$ cat src/rtl/gpio_bank_pkg.sv
package gpio_bank_pkg;
  localparam int WORD_W = 32;
  localparam int GROUPS = 8;
  localparam int IDX_W  = 4;

  typedef enum logic [2:0] {
    GRP_LEVEL = 3'd0,
    GRP_DIR   = 3'd1,
    GRP_SET   = 3'd2,
    GRP_CLR   = 3'd3,
    GRP_RISE  = 3'd4,
    GRP_FALL  = 3'd5,
    GRP_STAT  = 3'd6,
    GRP_ALT   = 3'd7
  } grp_e;

  typedef struct packed {
    logic             hit;
    grp_e             grp;
    logic [IDX_W-1:0] idx;
  } dec_t;
endpackage

$ cat src/rtl/gpio_addr_dec.sv
module gpio_addr_dec
  import gpio_bank_pkg::*;
#(
  parameter int NBANK  = 2,
  parameter int ADDR_W = 8
) (
  input  logic [ADDR_W-1:0] addr,
  output dec_t              dec
);
  localparam int WA_W      = ADDR_W - 2;
  localparam int ALT_BASE  = (GROUPS - 1) * NBANK;
  localparam int ALT_WORDS = 2 * NBANK;

  logic [WA_W-1:0] word;
  logic            aligned;

  assign word    = addr[ADDR_W-1:2];
  assign aligned = (addr[1:0] == 2'b00);

  always_comb begin
    dec = '{hit: 1'b0, grp: GRP_LEVEL, idx: '0};
    if (aligned) begin
      for (int g = 0; g < GROUPS - 1; g++) begin
        if (int'(word) >= g * NBANK && int'(word) < (g + 1) * NBANK) begin
          dec.hit = 1'b1;
          dec.grp = grp_e'(g[2:0]);
          dec.idx = IDX_W'(int'(word) - g * NBANK);
        end
      end
      if (int'(word) >= ALT_BASE && int'(word) < ALT_BASE + ALT_WORDS) begin
        dec.hit = 1'b1;
        dec.grp = GRP_ALT;
        dec.idx = IDX_W'(int'(word) - ALT_BASE);
      end
    end
  end
endmodule

$ cat src/rtl/gpio_in_sync.sv
module gpio_in_sync #(
  parameter int NP = 64
) (
  input  logic          clk,
  input  logic          rst_n,
  input  logic [NP-1:0] pad_in,
  output logic [NP-1:0] level,
  output logic [NP-1:0] rise,
  output logic [NP-1:0] fall
);
  logic [NP-1:0] meta_q, sync_q, prev_q;

  always_ff @(posedge clk or negedge rst_n) begin
    if (!rst_n) begin
      meta_q <= '0;
      sync_q <= '0;
      prev_q <= '0;
    end else begin
      meta_q <= pad_in;
      sync_q <= meta_q;
      prev_q <= sync_q;
    end
  end

  assign level = sync_q;
  assign rise  = sync_q & ~prev_q;
  assign fall  = ~sync_q & prev_q;
endmodule

$ cat src/rtl/gpio_edge_bank.sv
module gpio_edge_bank #(
  parameter int W = 32
) (
  input  logic         clk,
  input  logic         rst_n,
  input  logic [W-1:0] rise,
  input  logic [W-1:0] fall,
  input  logic [W-1:0] rise_en,
  input  logic [W-1:0] fall_en,
  input  logic [W-1:0] w1c,
  output logic [W-1:0] status
);
  logic [W-1:0] event_v, sts_d, sts_q;
  logic         sts_en;

  always_comb begin
    event_v = (rise & rise_en) | (fall & fall_en);
    // a fresh event wins over a clear on the same edge
    sts_d   = (sts_q & ~w1c) | event_v;
    sts_en  = (|w1c) | (|event_v);
  end

  always_ff @(posedge clk or negedge rst_n) begin
    if (!rst_n)      sts_q <= '0;
    else if (sts_en) sts_q <= sts_d;
  end

  assign status = sts_q;
endmodule

$ cat src/rtl/gpio_bank_ctrl.sv
module gpio_bank_ctrl
  import gpio_bank_pkg::*;
#(
  parameter int NUM_PINS = 64,
  parameter int ADDR_W   = 8
) (
  input  logic                  clk,
  input  logic                  rst_n,
  input  logic                  bus_sel,
  input  logic                  bus_wr,
  input  logic [ADDR_W-1:0]     bus_addr,
  input  logic [31:0]           bus_wdata,
  output logic [31:0]           bus_rdata,
  input  logic [NUM_PINS-1:0]   pad_in,
  output logic [NUM_PINS-1:0]   pad_out,
  output logic [NUM_PINS-1:0]   pad_oe,
  output logic [2*NUM_PINS-1:0] alt_func,
  output logic                  irq
);
  localparam int NBANK     = NUM_PINS / WORD_W;
  localparam int ALT_WORDS = 2 * NBANK;

  // reset: asserted asynchronously, released after two edges
  logic [1:0] rsync_q;
  logic       rst_core_n;

  always_ff @(posedge clk or negedge rst_n) begin
    if (!rst_n) rsync_q <= '0;
    else        rsync_q <= {rsync_q[0], 1'b1};
  end
  assign rst_core_n = rsync_q[1];

  dec_t dec;
  gpio_addr_dec #(.NBANK(NBANK), .ADDR_W(ADDR_W)) u_dec (
    .addr (bus_addr),
    .dec  (dec)
  );

  logic [NUM_PINS-1:0] level, rise, fall, status;
  gpio_in_sync #(.NP(NUM_PINS)) u_sync (
    .clk    (clk),
    .rst_n  (rst_core_n),
    .pad_in (pad_in),
    .level  (level),
    .rise   (rise),
    .fall   (fall)
  );

  logic [NUM_PINS-1:0]   lat_q, lat_d, dir_q, dir_d;
  logic [NUM_PINS-1:0]   ren_q, ren_d, fen_q, fen_d, w1c;
  logic [2*NUM_PINS-1:0] alt_q, alt_d;
  logic                  wr_hit, rd_hit;
  logic                  lat_en, dir_en, ren_en, fen_en, alt_en;

  assign wr_hit = bus_sel & bus_wr & dec.hit;
  assign rd_hit = bus_sel & ~bus_wr & dec.hit;

  always_comb begin
    lat_en = wr_hit && (dec.grp == GRP_SET || dec.grp == GRP_CLR);
    dir_en = wr_hit && (dec.grp == GRP_DIR);
    ren_en = wr_hit && (dec.grp == GRP_RISE);
    fen_en = wr_hit && (dec.grp == GRP_FALL);
    alt_en = wr_hit && (dec.grp == GRP_ALT);
  end

  // next-state for software-written state
  always_comb begin
    lat_d = lat_q;
    dir_d = dir_q;
    ren_d = ren_q;
    fen_d = fen_q;
    alt_d = alt_q;
    w1c   = '0;
    if (wr_hit) begin
      for (int b = 0; b < NBANK; b++) begin
        if (dec.idx == IDX_W'(b)) begin
          case (dec.grp)
            GRP_DIR:  dir_d[b*WORD_W +: WORD_W] = bus_wdata;
            GRP_SET:  lat_d[b*WORD_W +: WORD_W] = lat_q[b*WORD_W +: WORD_W] | bus_wdata;
            GRP_CLR:  lat_d[b*WORD_W +: WORD_W] = lat_q[b*WORD_W +: WORD_W] & ~bus_wdata;
            GRP_RISE: ren_d[b*WORD_W +: WORD_W] = bus_wdata;
            GRP_FALL: fen_d[b*WORD_W +: WORD_W] = bus_wdata;
            GRP_STAT: w1c[b*WORD_W +: WORD_W]   = bus_wdata;
            default: ;
          endcase
        end
      end
      for (int a = 0; a < ALT_WORDS; a++) begin
        if (dec.grp == GRP_ALT && dec.idx == IDX_W'(a))
          alt_d[a*WORD_W +: WORD_W] = bus_wdata;
      end
    end
  end

  always_ff @(posedge clk or negedge rst_core_n) begin
    if (!rst_core_n) begin
      lat_q <= '0;
      dir_q <= '0;
      ren_q <= '0;
      fen_q <= '0;
      alt_q <= '0;
    end else begin
      if (lat_en) lat_q <= lat_d;
      if (dir_en) dir_q <= dir_d;
      if (ren_en) ren_q <= ren_d;
      if (fen_en) fen_q <= fen_d;
      if (alt_en) alt_q <= alt_d;
    end
  end

  for (genvar b = 0; b < NBANK; b++) begin : g_bank
    gpio_edge_bank #(.W(WORD_W)) u_edge (
      .clk     (clk),
      .rst_n   (rst_core_n),
      .rise    (rise[b*WORD_W +: WORD_W]),
      .fall    (fall[b*WORD_W +: WORD_W]),
      .rise_en (ren_q[b*WORD_W +: WORD_W]),
      .fall_en (fen_q[b*WORD_W +: WORD_W]),
      .w1c     (w1c[b*WORD_W +: WORD_W]),
      .status  (status[b*WORD_W +: WORD_W])
    );
  end

  // read mux
  always_comb begin
    bus_rdata = '0;
    if (rd_hit) begin
      for (int b = 0; b < NBANK; b++) begin
        if (dec.idx == IDX_W'(b)) begin
          case (dec.grp)
            GRP_LEVEL: bus_rdata = level[b*WORD_W +: WORD_W];
            GRP_DIR:   bus_rdata = dir_q[b*WORD_W +: WORD_W];
            GRP_RISE:  bus_rdata = ren_q[b*WORD_W +: WORD_W];
            GRP_FALL:  bus_rdata = fen_q[b*WORD_W +: WORD_W];
            GRP_STAT:  bus_rdata = status[b*WORD_W +: WORD_W];
            default: ;
          endcase
        end
      end
      for (int a = 0; a < ALT_WORDS; a++) begin
        if (dec.grp == GRP_ALT && dec.idx == IDX_W'(a))
          bus_rdata = alt_q[a*WORD_W +: WORD_W];
      end
    end
  end

  assign pad_out  = lat_q;
  assign pad_oe   = dir_q;
  assign alt_func = alt_q;
  assign irq      = |status;
endmodule

$ cat config.mk
export PLATFORM = sky130hd
export DESIGN_NAME = gpio_bank_ctrl
export DESIGN_NICKNAME = d
export VERILOG_FILES = /design/src/rtl/gpio_bank_pkg.sv /design/src/rtl/gpio_addr_dec.sv /design/src/rtl/gpio_in_sync.sv /design/src/rtl/gpio_edge_bank.sv /design/src/rtl/gpio_bank_ctrl.sv
export SDC_FILE = /design/constraint.sdc
export NUM_CORES = 1
export LEC_CHECK = 0
export ABC_CLOCK_PERIOD_IN_PS = 37600
export CELL_PAD_IN_SITES_DETAIL_PLACEMENT = 1
export CELL_PAD_IN_SITES_GLOBAL_PLACEMENT = 2
export CORE_MARGIN = 3
export CORE_UTILIZATION = 41
export CTS_BUF_LIST = sky130_fd_sc_hd__clkbuf_4
export DETAILED_ROUTE_END_ITERATION = 10
export GPL_TIMING_DRIVEN = 0
export PLACE_DENSITY_LB_ADDON = 0.12
export SETUP_SLACK_MARGIN = 0.4
export SYNTH_ARGS = -nofsm -noshare
export SYNTH_HDL_FRONTEND = slang
export SYNTH_HIERARCHICAL = 1
export SYNTH_SLANG_ARGS = --single-unit
$ cat constraint.sdc
create_clock -name clk -period 37.6 [get_ports clk]
set_input_delay 3.76 -clock clk [delete_from_list [all_inputs] [get_ports clk]]
set_output_delay 3.76 -clock clk [all_outputs]
set_load 0.02 [all_outputs]
# After elaboration in Yosys (flattened, before gate mapping)
# Cells that the tools add are included.
dict set report op_classes {
  muxes 24
  n_lt_le_gt_ge 15
  bitwise_logic 28
  n_eq_ne 10
  n_addsub 7
  reduce_logical 38
}
# cell count
set ops {}
lappend ops {{$mux 32} 10}
lappend ops {{$pmux 32 s5} 2}
lappend ops {{$and 32x32->32} 8}
lappend ops {{$or 32x32->32} 6}
lappend ops {{$and 64x64->64} 2}
lappend ops {{$not 64->64} 2}
lappend ops {{$pmux 32 s2} 2}
lappend ops {{$reduce_or 32->1} 4}
lappend ops {{$not 32->32} 3}
lappend ops {{$mux 8} 9}
lappend ops {{$mux 64} 1}
lappend ops {{$reduce_or 64->1} 1}
lappend ops {{$reduce_and 4->1} 8}
lappend ops {{$ge 6x4->1 const B} 4}
lappend ops {{$lt 6x4->1 const B} 4}
lappend ops {{$logic_and 1x1->1} 16}
lappend ops {{$sub 4x4->4 const B} 4}
lappend ops {{$eq 3x3->1 const B} 4}
lappend ops {{$ge 6x3->1 const B} 2}
lappend ops {{$lt 6x3->1 const B} 2}
lappend ops {{$reduce_and 3->1} 4}
lappend ops {{$eq 4x2->1 const B} 2}
lappend ops {{$sub 4x3->4 const B} 2}
lappend ops {{$eq 3x2->1 const B} 2}
lappend ops {{14 further kinds} 18}
dict set report word_totals {
  regBits 642
  wordCells 140
  output_inout_bits 289
  inputBits 108
}

# Logic depth before layout (Yosys ltp)
dict set report logic_depth {
  ltp_word 20
  mapped_depth 16
  ltp_nobuf 12
}

# Modules after synthesis
# Netlist, hierarchy kept.
# mod seq_area_each_um2 cells_per_inst n_inst area_per_inst_um2
set modules_own_cells {}
lappend modules_own_cells {gpio_bank_ctrl 9659.3 1721 1 19920.4}
lappend modules_own_cells {gpio_in_sync 4804.6 320 1 5925.7}
lappend modules_own_cells {gpio_edge_bank 800.8 128 2 1321.3}
lappend modules_own_cells {gpio_addr_dec 0.0 92 1 685.7}

# Worst setup path before layout
# OpenSTA, ideal clock, no wires.
dict set report synth_timing {
  path_type {input -> output}
  start {in bus_addr[5]}
  end {out bus_rdata[23]}
  path_buffers 4
  stages 14
  required_ns 33.840
  arrival_ns 7.371
  setup_slack_ns 26.469
  cell_sequence {buf_2 inv_1 ha_1 a21bo_2 a221oi_4 a211o_1 a31oi_1 a211oi_1 nor2_2 and3_1 buf_2 buf_2 clkbuf_1 a221oi_1}
}
# element line_no
set synth_lines {}
lappend synth_lines {{from (decl)} gpio_bank_ctrl.sv:11} ;# input logic [ADDR_W-1:0] bus_addr,
lappend synth_lines {{to (decl)} gpio_bank_ctrl.sv:13} ;# output logic [31:0] bus_rdata,

==> implementation parameters <==
Parameter                              Value

Route
  Vias    23200
  Average via count per standard cell    5.71
  Number of antenna-violating nets in the routed design    0
  1st-pass router iterations    6
  Drt wl/cell    29.4 µm
  Routed Wire Length    119 mm
  Drc violations    0
  Iter 0 DRT Violations    1752

Global routing
  Antenna violations before repair    10
  GRT Resource Usage Total    0.319
  Global-route wire length before repair    172 mm
  GRT Residual Overflow    0
  Number of global-route vias before repair    24900
  Maximum number of pins on one net before global-route repair    78

Timing
  Number of hold-slack violations in the final timing report    0
  Setup violations, final    0
  Remaining max-slew budget at the tightest pin    0.135
  Slew Limit Fails    0
  Final Worst Setup Slack    23.39 ns
  Final sum of negative setup slack    0 ns
  Unrepaired setup endpoints after global routing    false
  Period utilization    0.378
  Maximum clock frequency    0.0704 GHz
  Clock Skew    0.0562 ns
  Worst-case hold slack    0.228 ns
  Final critical path time including I/O delays and setup    14.21 ns
  Worst Tran Pin Value    1.30 ns

Worst setup path
  Type of destination of the critical path    output port
  Setup CP Type    primary input to output port
  Setup slack of the most critical reg-to-reg path    35.89 ns
  Critical path's top delay family    buffers and inverters
  Critical Path Start    bus_addr[5]
  Combined buffer and inverter count along the critical path    8
  Critical R2R Launch    rsync_q[1]
  Slowest cell delay on critical path    0.70 ns
  Biggest fanout along the worst timing path    10
  Crit path capture    bus_rdata[20]
  Arr. time, crit path    10.45 ns
  Highest-delay cell along the critical path    clkdlybuf4s50_1
  Worst path cell trace    clkdlybuf4s50_1 -> buf_2 -> inv_1 -> ha_1 -> a21bo_2 -> a221oi_4 -> a211oi_2 -> o31a_2 -> nor3_1 -> buf_2 -> buf_4 -> buf_4 -> nand2_2 -> clkbuf_1 -> o21ai_0 -> o211ai_1 -> a21oi_1 -> clkdlybuf4s50_1
  Data required time of the critical path    33.84 ns
  Type of origin of the critical path    primary input
  Worst-case reg-to-reg path depth    3
  Count of cell instances traversed by the critical path    18

Logic synthesis
  Number of enable-type register cells in the synthesized netlist    0
  Sequential share of the synthesized area    0.551
  Synth Flop Type    dfrtp_1
  Net count after synthesis    2506
  Dominant cell type by area after synthesis    dfrtp_1
  Synthesis warning total    6
  Synthesized instance count    2389
  Mean Syn Cell Area    12.2 µm²
  Cell variety after synth    74
  Synth Register Bits    642
  Cell Area, Synth    29200 µm²
  Yosys top cell area share    0.551
  Top cells by area in the synthesized netlist    dfrtp_1 55%, mux2_2 14%, mux2i_1 4.3%, and2b_2 3.8%, a22oi_1 2.1%
  Async set-reset flop share out of synthesis    1.00

Pwr
  Share of total power in sequential cells    0.485
  Int Pwr    1080 µW
  Proportion of power drawn by the clock network    0.438
  Leakage dissipation    0.0174 µW
  Power per Cell Area    40.0 nW/µm²
  Switching power as a share of total power    0.267
  Total chip power    1470 µW
  Part of the power in combinational logic    0.078
  Net load switching power    394 µW
  Worst vdd ir    0.0000234 V

Min path
  Class of the tightest hold or removal check    register to asynchronous set/reset pin

Die
  I/O pin count    397
  Die outline height    273 µm
  Standard cell core area    70300 µm²
  Initial core utilization    0.415
  Total Die Area    74400 µm²
  Number of placement rows    97
  X dimension of the die    273 µm

Finish
  Relative area change from synthesis to final layout    26.4%
  Number of non-filler instances in the completed layout    4053
  Total Nets Final    3091
  FILL cells    7347
  Fraction of final layout cells with drive strength greater than 1    0.286

Placed design
  Detailed placer's ending HPWL    87.4 mm
  Dpl cells    3736
  Placement-stage worst setup slack    23.61 ns
  Port-buffer cells    396
  Placer Congestion    0.925

Clocking
  H-tree Lvls    4
  Master cell of the clock root buffer    clkbuf_4
  Clk sink count    642
  Number of buffers added for setup after CTS    0
  Clock transition time at the flip-flop clock pins of the worst setup and hold paths    0.06 ns
  Skew-Pair Late Insertion Delay    1.04 ns
  Max clock buf depth    3
  Hold-fix buffers at CTS    0
  Post-CTS sizing    0
  CTS tree    built
  Total clock buffers created by CTS    176

Status
  Outcome    finished clean

Job
  Max-cap viol count    0
## cell type report
cell class              count  area (µm²)  share of cell area
clock buffers             259        1940              0.0527
inverters                 141         529              0.0144
flip-flops and latches    642       16100               0.436
plain buffers             171         764              0.0207
clock inverters            49         298             0.00808
diodes                      9        22.5            0.000611
repair buffers            407        4250               0.115
well taps                 940        1180              0.0319
multi-input cells        1435       11800               0.320
## worst reg2reg max path: cells and delay by family (launching register included)
family	cells	cell delay, ns
buf+inv	3	1.15
flops	1	0.64
## metal layers
metal,GRT usage,vias up,wire [µm],part of all wire
met3,0.0679,278,8090,0.068
li1,-,9831,-,-
met1,0.413,12000,49900,0.42
met4,0.155,6,5610,0.047
met2,0.508,1004,55600,0.47
met5,0,-,41,0.00034
## power by group through the flow
| stage | Clock (µW) | Sequential (µW) | Combinational, µW |
|---|---|---|---|
| floorplan | 0 | 734 | 44.2 |
| global placement | 0 | 740 | 93.6 |
| detailed placement | 0 | 727 | 112 |
| CTS | 662 | 714 | 113 |
| global route | 702 | 715 | 120 |
| finish | 645 | 714 | 114 |
## flip-flops by register name, summed over array words and instances, names as in the netlist, named ones only
signal and cells:
u_sync/prev_q 64, pad_oe 64, u_sync/level 64, u_sync/meta_q 64, ren_q 64, g_bank.u_edge/status 64
rsync_q 2, fen_q 64, alt_func 128
## worst min-delay path by stage
| stage | slack (ns) | depth (start not counted) | endpoint |
|---|---|---|---|
| after floorplan | 0.33 | 0 | rsync_q[1] |
| after global placement | 0.33 | 0 | u_sync/level[19] |
| after detailed placement | 0.24 | 0 | u_sync/meta_q[58] |
| after CTS | 0.24 | 0 | ren_q[58] |
| after global routing | 0.25 | 0 | u_sync/level[58] |
| final | 0.23 | 0 | ren_q[58] |
## cell families (layout without fill, tap and decap cells)
group / after synthesis / in the layout / synth area share
DFF: 642 / 642 / 0.551
buffers and inverters: 312 / 1027 / 0.0443
other: 1 / 10 / 0.000129
xor gates and xnor gates: 1 / 1 / 0.000300
muxes: 508 / 508 / 0.191
adders and majority gates: 9 / 9 / 0.00386
AOI/OAI and AO/OA: 458 / 458 / 0.109
and+or+nand+nor: 458 / 458 / 0.100
## placed cells by master (no fill, tap or decap), drive strengths merged, types with 25 or more instances in the layout
master	instances
dfrtp	642
clkdlybuf4s50	396
clkbuf	345
clkinv	41
buf	96
a22oi	80
mux2	380
o221ai	38
inv	144
nand3b	28
nand2	96
and2	37
nor2	37
and3	51
o22ai	25
a21oi	66
nand3	32
and2b	128
o21ai	120
mux2i	126
## through the flow
stage / cell area [µm²] / utilization
3_3_place_gp: 34300 / 0.488
2_1_floorplan: 29200 / -
3_5_place_dp: 34600 / 0.492
5_1_grt: 36900 / 0.524
4_1_cts: 36800 / 0.524
6_report: 36900 / 0.525
## cell usage after synthesis (all sizes together), types with 28 or more instances
| cell | instances |
|---|---|
| dfrtp | 642 |
| mux2 | 380 |
| inv | 141 |
| and2b | 128 |
| mux2i | 126 |
| o21ai | 120 |
| nand2 | 96 |
| clkbuf | 86 |
| buf | 85 |
| a22oi | 80 |
| a21oi | 66 |
| and3 | 51 |
| o221ai | 38 |
| and2 | 37 |
| nor2 | 37 |
| nand3 | 32 |
| nand3b | 28 |
(Power assumes the default switching activity.)
